$ cat config.mk
export PLATFORM = sky130hd
export DESIGN_NAME = uart_irq_id
export DESIGN_NICKNAME = d
export VERILOG_FILES = /design/src/rtl/uart_irq_pkg.sv /design/src/rtl/uart_irq_trig.sv /design/src/rtl/uart_irq_line.sv /design/src/rtl/uart_irq_thre.sv /design/src/rtl/uart_irq_prio.sv /design/src/rtl/uart_irq_id.sv
export SDC_FILE = /design/constraint.sdc
export NUM_CORES = 1
export LEC_CHECK = 0
export CORE_ASPECT_RATIO = 0.8
export CORE_MARGIN = 3
export CORE_UTILIZATION = 25
export DETAILED_ROUTE_END_ITERATION = 10
export HOLD_SLACK_MARGIN = 0.08
export PLACE_DENSITY = 0.64
export SETUP_SLACK_MARGIN = 0.4
export SLEW_MARGIN = 20
export SYNTH_ARGS = -nofsm -noshare
export SYNTH_HDL_FRONTEND = slang
export SYNTH_SLANG_ARGS = --single-unit
$ cat constraint.sdc
create_clock -name clk_i -period 4.6 [get_ports clk_i]
set_input_delay 0.92 -clock clk_i [delete_from_list [all_inputs] [get_ports clk_i]]
set_output_delay 0.92 -clock clk_i [all_outputs]
set_load 0.1 [all_outputs]
$ cat src/rtl/uart_irq_pkg.sv
package uart_irq_pkg;
  localparam logic [3:0] ID_MODEM   = 4'h0;
  localparam logic [3:0] ID_NONE    = 4'h1;
  localparam logic [3:0] ID_THRE    = 4'h2;
  localparam logic [3:0] ID_RXDATA  = 4'h4;
  localparam logic [3:0] ID_LINE    = 4'h6;
  localparam logic [3:0] ID_TIMEOUT = 4'hC;

  // source index = priority rank, 0 highest
  localparam int SRC_LINE    = 0;
  localparam int SRC_TIMEOUT = 1;
  localparam int SRC_RXDATA  = 2;
  localparam int SRC_THRE    = 3;
  localparam int SRC_MODEM   = 4;
  localparam int NSRC        = 5;

  // enable register bit positions
  localparam int IE_RX    = 0;
  localparam int IE_THRE  = 1;
  localparam int IE_LINE  = 2;
  localparam int IE_MODEM = 3;

  function automatic logic [3:0] src_code(input int idx);
    case (idx)
      SRC_LINE:    src_code = ID_LINE;
      SRC_TIMEOUT: src_code = ID_TIMEOUT;
      SRC_RXDATA:  src_code = ID_RXDATA;
      SRC_THRE:    src_code = ID_THRE;
      default:     src_code = ID_MODEM;
    endcase
  endfunction
endpackage

$ cat src/rtl/uart_irq_trig.sv
module uart_irq_trig #(
  parameter int DEPTH = 16,
  localparam int CW   = $clog2(DEPTH + 1)
) (
  input  logic [1:0]    sel_i,
  input  logic [CW-1:0] count_i,
  output logic          hit_o
);
  logic [CW-1:0] lvl_tab [4];

  for (genvar g = 0; g < 4; g++) begin : g_lvl
    localparam int L = (g == 0) ? 1 :
                       (g == 1) ? DEPTH / 4 :
                       (g == 2) ? DEPTH / 2 : DEPTH - 2;
    assign lvl_tab[g] = CW'(L);
  end

  assign hit_o = count_i >= lvl_tab[sel_i];
endmodule

$ cat src/rtl/uart_irq_line.sv
module uart_irq_line (
  input  logic       clk_i,
  input  logic       rst_ni,
  input  logic       oe_set_i,
  input  logic       bi_set_i,
  input  logic       parity_err_i,
  input  logic       frame_err_i,
  input  logic       rd_i,
  output logic [3:0] err_o
);
  logic oe_q, bi_q;

  always_ff @(posedge clk_i or negedge rst_ni) begin
    if (!rst_ni) begin
      oe_q <= 1'b0;
      bi_q <= 1'b0;
    end else begin
      // a new event wins over a same-cycle read
      if (oe_set_i)  oe_q <= 1'b1;
      else if (rd_i) oe_q <= 1'b0;
      if (bi_set_i)  bi_q <= 1'b1;
      else if (rd_i) bi_q <= 1'b0;
    end
  end

  assign err_o = {bi_q, frame_err_i, parity_err_i, oe_q};

  AST_LSR_RD_CLR: assert property (@(posedge clk_i) disable iff (!rst_ni)
    rd_i && !oe_set_i && !bi_set_i |=> !err_o[0] && !err_o[3]);
  AST_LSR_SET: assert property (@(posedge clk_i) disable iff (!rst_ni)
    oe_set_i || bi_set_i |=> err_o[0] || err_o[3]);
endmodule

$ cat src/rtl/uart_irq_thre.sv
module uart_irq_thre (
  input  logic clk_i,
  input  logic rst_ni,
  input  logic set_ier_i,
  input  logic set_evt_i,
  input  logic clr_wr_i,
  input  logic clr_rd_i,
  output logic pend_o
);
  logic pend_q;
  logic set_any;

  assign set_any = set_ier_i | set_evt_i;

  always_ff @(posedge clk_i or negedge rst_ni) begin
    if (!rst_ni)                    pend_q <= 1'b0;
    else if (set_any)               pend_q <= 1'b1;
    else if (clr_wr_i || clr_rd_i)  pend_q <= 1'b0;
  end

  assign pend_o = pend_q;

  AST_THRE_SET: assert property (@(posedge clk_i) disable iff (!rst_ni)
    set_any |=> pend_o);
  AST_THRE_RD_CLR: assert property (@(posedge clk_i) disable iff (!rst_ni)
    clr_rd_i && !set_any |=> !pend_o);
  AST_THRE_HOLD: assert property (@(posedge clk_i) disable iff (!rst_ni)
    !set_any && !clr_wr_i && !clr_rd_i |=> pend_o == $past(pend_o));
endmodule

$ cat src/rtl/uart_irq_prio.sv
module uart_irq_prio
  import uart_irq_pkg::*;
(
  input  logic [NSRC-1:0] req_i,
  output logic [3:0]      id_o,
  output logic            irq_o
);
  always_comb begin
    id_o = ID_NONE;
    for (int i = NSRC - 1; i >= 0; i--) begin
      if (req_i[i]) id_o = src_code(i);
    end
  end

  assign irq_o = |req_i;
endmodule

$ cat src/rtl/uart_irq_id.sv
module uart_irq_id
  import uart_irq_pkg::*;
#(
  parameter int FIFO_DEPTH = 16,
  localparam int CW        = $clog2(FIFO_DEPTH + 1)
) (
  input  logic          clk_i,
  input  logic          rst_ni,
  input  logic          ier_we_i,
  input  logic [7:0]    ier_wdata_i,
  output logic [3:0]    ier_o,
  input  logic          fifo_en_i,
  input  logic [1:0]    trig_sel_i,
  input  logic [CW-1:0] rx_count_i,
  input  logic          data_ready_i,
  input  logic          timeout_i,
  input  logic          oe_set_i,
  input  logic          bi_set_i,
  input  logic          parity_err_i,
  input  logic          frame_err_i,
  input  logic          lsr_rd_i,
  output logic [3:0]    line_err_o,
  input  logic          thre_i,
  input  logic          thre_set_i,
  input  logic          thr_write_i,
  input  logic          iir_rd_i,
  input  logic [3:0]    msr_delta_i,
  output logic [7:0]    iir_o,
  output logic          irq_o
);
  logic [3:0]      ier_q;
  logic            rx_hit;
  logic            thre_pend;
  logic [NSRC-1:0] req;
  logic [3:0]      id;

  always_ff @(posedge clk_i or negedge rst_ni) begin
    if (!rst_ni)       ier_q <= '0;
    else if (ier_we_i) ier_q <= ier_wdata_i[3:0];
  end

  uart_irq_trig #(.DEPTH(FIFO_DEPTH)) u_trig (
    .sel_i   (trig_sel_i),
    .count_i (rx_count_i),
    .hit_o   (rx_hit)
  );

  uart_irq_line u_line (
    .clk_i        (clk_i),
    .rst_ni       (rst_ni),
    .oe_set_i     (oe_set_i),
    .bi_set_i     (bi_set_i),
    .parity_err_i (parity_err_i),
    .frame_err_i  (frame_err_i),
    .rd_i         (lsr_rd_i),
    .err_o        (line_err_o)
  );

  uart_irq_thre u_thre (
    .clk_i     (clk_i),
    .rst_ni    (rst_ni),
    .set_ier_i (ier_we_i & thre_i),
    .set_evt_i (thre_set_i),
    .clr_wr_i  (thr_write_i),
    .clr_rd_i  (iir_rd_i && id == ID_THRE),
    .pend_o    (thre_pend)
  );

  always_comb begin
    req              = '0;
    req[SRC_LINE]    = ier_q[IE_LINE] && |line_err_o;
    req[SRC_TIMEOUT] = ier_q[IE_RX] && timeout_i;
    req[SRC_RXDATA]  = ier_q[IE_RX] && data_ready_i && (!fifo_en_i || rx_hit);
    req[SRC_THRE]    = ier_q[IE_THRE] && thre_pend;
    req[SRC_MODEM]   = ier_q[IE_MODEM] && |msr_delta_i;
  end

  uart_irq_prio u_prio (
    .req_i (req),
    .id_o  (id),
    .irq_o (irq_o)
  );

  assign iir_o = {{2{fifo_en_i}}, 2'b00, id};
  assign ier_o = ier_q;

  AST_IER_WR: assert property (@(posedge clk_i) disable iff (!rst_ni)
    ier_we_i |=> ier_o == $past(ier_wdata_i[3:0]));
  AST_IER_HI_IGNORED: assert property (@(posedge clk_i) disable iff (!rst_ni)
    ier_we_i && |ier_wdata_i[7:4] |=> ier_o == $past(ier_wdata_i[3:0]));
  AST_NO_IRQ_ID: assert property (@(posedge clk_i) disable iff (!rst_ni)
    !irq_o |-> iir_o[3:0] == ID_NONE);
  AST_LINE_FIRST: assert property (@(posedge clk_i) disable iff (!rst_ni)
    ier_o[IE_LINE] && |line_err_o |-> iir_o[3:0] == ID_LINE);
  AST_RX_GATE: assert property (@(posedge clk_i) disable iff (!rst_ni)
    !ier_o[IE_RX] |-> iir_o[3:0] != ID_TIMEOUT && iir_o[3:0] != ID_RXDATA);
  AST_UPPER_BITS: assert property (@(posedge clk_i) disable iff (!rst_ni)
    iir_o[5:4] == 2'b00 && iir_o[7] == iir_o[6]);
endmodule

# Word level (Yosys, flattened, before mapping)
# Index checks and enable logic that the tools add are counted.
# word_totals
regBits	7
latch_bits	0
ramBits	0
mem_bits_ro	0
in_bits	34
word_cells	39
mem_count	0
# classes
n_addsub	0
mul	0
n_div	0
n_lt_le_gt_ge	2
n_eq_ne	1
shift	0
muxes	13
n_bitwise	3
n_reduce_logical	16
# ops
cell	count
binary-select mux 5 bit (select 2 bit)	1
2-to-1 mux 5 bit	2
2-to-1 mux 4 bit	2
OR reduction 4 bit	2
logical AND 1 bit	7
2-to-1 mux 1 bit	6
nonzero test 2 bit	3
greater-or-equal comparator 5 bit	1
OR reduction 5 bit	1
== test 4 x 2 -> 1 bit, second input constant	1
greater-or-equal comparator 3 bit, second input constant	1
2-to-1 mux 3 bit	1
inverter 2 -> 3 bit	1
logical OR 1 bit	2
2-to-1 mux 2 bit	1
AND 1 bit	1
zero test 1 bit	1
OR 1 bit	1

# Logic depth before layout (Yosys ltp)
# depth
ltp_word	15
mapped_depth	6
ltp_nobuf	6

# Cells and area by module
# Synthesis repeated with hierarchy kept, for this count alone.
# unflattened
cells_unflattened	56
hier_area_um2	543.0
# by_module_without_submodules
mod	n_inst	cells_per_inst	area_each_um2	seq_area_each_um2
uart_irq_id	1	23	246.5	100.1
uart_irq_trig	1	15	120.1	0.0
uart_irq_line	1	9	98.8	50.0
uart_irq_prio	1	6	40.0	0.0
uart_irq_thre	1	3	37.5	25.0

# Worst setup path before layout
# No wires, ideal clock.
# synth_timing
kind	input port to output port
from	in trig_sel_i[1]
to	out irq_o
arrival_time_ps	2689
required_ps	3680
setup_slack_ps	991
cell_stages	6
path_cell_list	nor2_1 ha_1 nand2b_1 a31o_2 a21oi_2 nand4_1
# synth_between
elab_chain_cells	8
# synth_rtl
item	line_no	source
start, declared	uart_irq_id.sv:13	input logic [1:0] trig_sel_i,
inverter 2 -> 3 bit (implied by the code)	uart_irq_trig.sv:18	assign hit_o = count_i >= lvl_tab[sel_i];
binary-select mux 5 bit (select 2 bit)	uart_irq_trig.sv:18	
2-to-1 mux 5 bit (implied by the code) (2 in series)	uart_irq_trig.sv:18	
greater-or-equal comparator 5 bit	uart_irq_trig.sv:18	
logical OR 1 bit	uart_irq_id.sv:73	req[SRC_RXDATA] = ier_q[IE_RX] && data_ready_i && (!fifo_en_i || rx_hit);
logical AND 1 bit	uart_irq_id.sv:73	
OR reduction 5 bit	uart_irq_prio.sv:15	assign irq_o = |req_i;
end, declared	uart_irq_id.sv:29	output logic irq_o
# Every way passes these cells. The select of a mux whose other input is x is not followed.

# Worst setup path in the final report
# layout_timing
from	in trig_sel_i[0]
to	out iir_o[0]
# layout_between
elab_chain_cells	10
# layout_rtl
item	line_no	source
inverter 2 -> 3 bit (implied by the code)	uart_irq_trig.sv:18	
binary-select mux 5 bit (select 2 bit)	uart_irq_trig.sv:18	
2-to-1 mux 5 bit (implied by the code) (2 in series)	uart_irq_trig.sv:18	
greater-or-equal comparator 5 bit	uart_irq_trig.sv:18	
logical OR 1 bit	uart_irq_id.sv:73	
logical AND 1 bit	uart_irq_id.sv:73	
2-to-1 mux 3 bit	uart_irq_prio.sv:11	if (req_i[i]) id_o = src_code(i);
2-to-1 mux 4 bit (2 in series)	uart_irq_prio.sv:11	
end, declared	uart_irq_id.sv:28	output logic [7:0] iir_o,
# Every way passes these cells. The select of a mux whose other input is x is not followed.

==> metrics.txt <==
status finished clean; number of DRC markers in iteration 0 4; most frequent cells in the layout clkdlybuf4s50_1, buf_4, dfrtp_1; RSZ-0062 raised after global routing no; Post-Synthesis Cells 55; Core Rows 14; Worst Setup Start Kind primary input; VDD IR max 0.1869 mV; crit share post-route 81.91%; Seq/Total Area, Yosys 32.33%; area share of xor/xnor cells in the synthesized design 0%; relative slew slack 34.29%; critical path data arrival time 2.85 ns; synthesized flop and latch total 7; Cell variety after synth 22; initial antenna violation count 0; clk_lat worst skew 0.24 ns; MaxCap Viol Count 0; Util after Layout 48.92%; Post-Syn Area 541.8 sq um; hold crit path type reg -> reg; ys flop type dfrtp_1; most common cell after layout, fill and taps aside clkdlybuf4s50_1; fmax 265.4 MHz; Inserted Diodes 0; min cycle time layout 3.768 ns; pin count of the biggest net entering global routing 8; worst-margin pin slew 0.9826 ns; Compound-Gate Fraction of Synth Area 18.71%; Root Driver clkbuf_4; total power draw 0.2932 mW; number of global-route vias before repair 477; post-route ant nets 0; synth warn 0; Post-Synth Simple-Gate Area 16.17%; WS Path Type in -> out; clock slew at reported path FFs 0.05 ns; Die Height 47.64 um; first-pass GRT wire length 2021 um; clock sink count 7; EDFF count, synth 0; TritonCTS Buffers 3; Final Hold Viols 0; setup bufs post-CTS 0; Pre-antenna DRT Iters 4; CP required 3.68 ns; Setup Viol. Count Final 0; multiplexer share of the synthesized area 8.314%; IO Pins 51; Clock Skew 0.00009429 ns; dpl hpwl 1320 um; # placed instances 116; Total GRT Usage 9.900%; number of vias per cell 4.458; Core Area 1962 sq um; H-tree depth 1; Non-Filler Instances 120; hold buffer count at CTS 0; Max clock buf depth 2; Resized cells post-CTS 0; PwrDens 305.6 nW/um^2; largest family of logic cells by synthesized area compound AO/OA/AOI/OAI gates; worst-path fanout max 4; share of cells above drive strength 1 21.88%; global placer's final weighted congestion 0.7014; total negative slack 0 ns; drt wl/cell 12.01 um; LEAKAGE 0.4307 nW; GRT Residual Overflow 0; number of I/O port buffers 44; Setup crit end kind primary output; via count 535; drt drc 0; Layout area overhead 77.14%; Final nets 135; Routed WL 1441 um; Slew Limit Fails 0; Syn Area/Cell 9.850 sq um; Die Width 58.05 um; initial core utilization 27.61%; TritonCTS clock tree built; asr flop ratio synth 100.0%; Synth Area in Adders 9.238%; die area 2765 sq um
## cells in the mapped netlist, drive strengths merged, types with 2 or more instances
library cell	n	share of area [%]
a21o	2	2.8
inv	5	3.5
o41ai	2	6.7
nand2b	2	2.3
ha	4	9.2
nand2	6	4.2
buf	8	11
dfrtp	7	32
and4	2	3.2
mux2	4	8.3
a21oi	3	3.5
nor2	2	1.4
## worst paths after layout
check,from,endpoint,slack [ns],depth (start not counted)
worst max-delay path,trig_sel_i[0],iir_o[0],0.83,8
worst min-delay path,ier_o[3],ier_o[3],0.56,1
worst max register to register,u_line.oe_q,u_thre.pend_o,3.29,3
worst min register to register,ier_o[3],ier_o[3],0.56,1
max in group asynchronous,rst_ni,u_line.oe_q,3.44,1
min in group asynchronous,rst_ni,ier_o[2],0.93,1
## critical path: stages
cell and delay (ns):
clkdlybuf4s50_1 0.51, nor2_1 0.06, ha_1 0.26, nand2b_1 0.14, a31o_2 0.27, a21oi_2 0.19, and4_1 0.21, buf_4 0.29
## layout make-up
class | count | area [sq um]
Inverter | 5 | 18.77
Clock buffer | 4 | 26.28
Fill cell | 197 | 1002
Sequential cell | 7 | 175.2
Multi-Input combinational cell | 36 | 291.5
Tap cell | 24 | 30.03
Timing Repair Buffer | 44 | 417.9
## stage by stage
stage	area (sq um)	hold WS (ns)	setup WS, ns
after floorplan	545.5	0.5321	0.9915
after global placement	933.4	0.5418	0.8488
after detailed placement	933.4	0.5515	0.8249
after CTS	959.7	0.5671	0.8156
after global routing	959.7	0.5768	0.7317
final	959.7	0.5573	0.8319
## report_power, final
group	internal (mW)	total (mW)	switching (mW)
registers	0.0673	0.0731	0.00588
clock network	0.0330	0.0538	0.0208
logic	0.0513	0.166	0.115
total	0.152	0.293	0.142
## kinds of logic (layout without fill, tap and decap cells)
family                     count (synthesis)  after routing
other                                      1              2
AOI/OAI and AO/OA                         11             11
muxes                                      4              4
buffers and inverters                     13             53
adders and majority gates                  4              4
and+or+nand+nor                           15             15
DFF                                        7              7
## metal layers
layer / vias to the layer above / wire [um] / part of all wire [%] / global-route usage, %
li1: 273 / - / - / -
met1: 242 / 552 / 38 / 11.77
met2: 20 / 777 / 54 / 16.89
met3: 0 / 111 / 7.7 / 5.121
met4: 0 / 0 / 0 / 0.9259
met5: - / 0 / 0 / 0
## registers in the layout (all words and copies together), names as in the netlist
signal	cells
u_line.oe_q	1
u_line.bi_q	1
ier_o	4
u_thre.pend_o	1
Power figures use the tool's default switching activity.
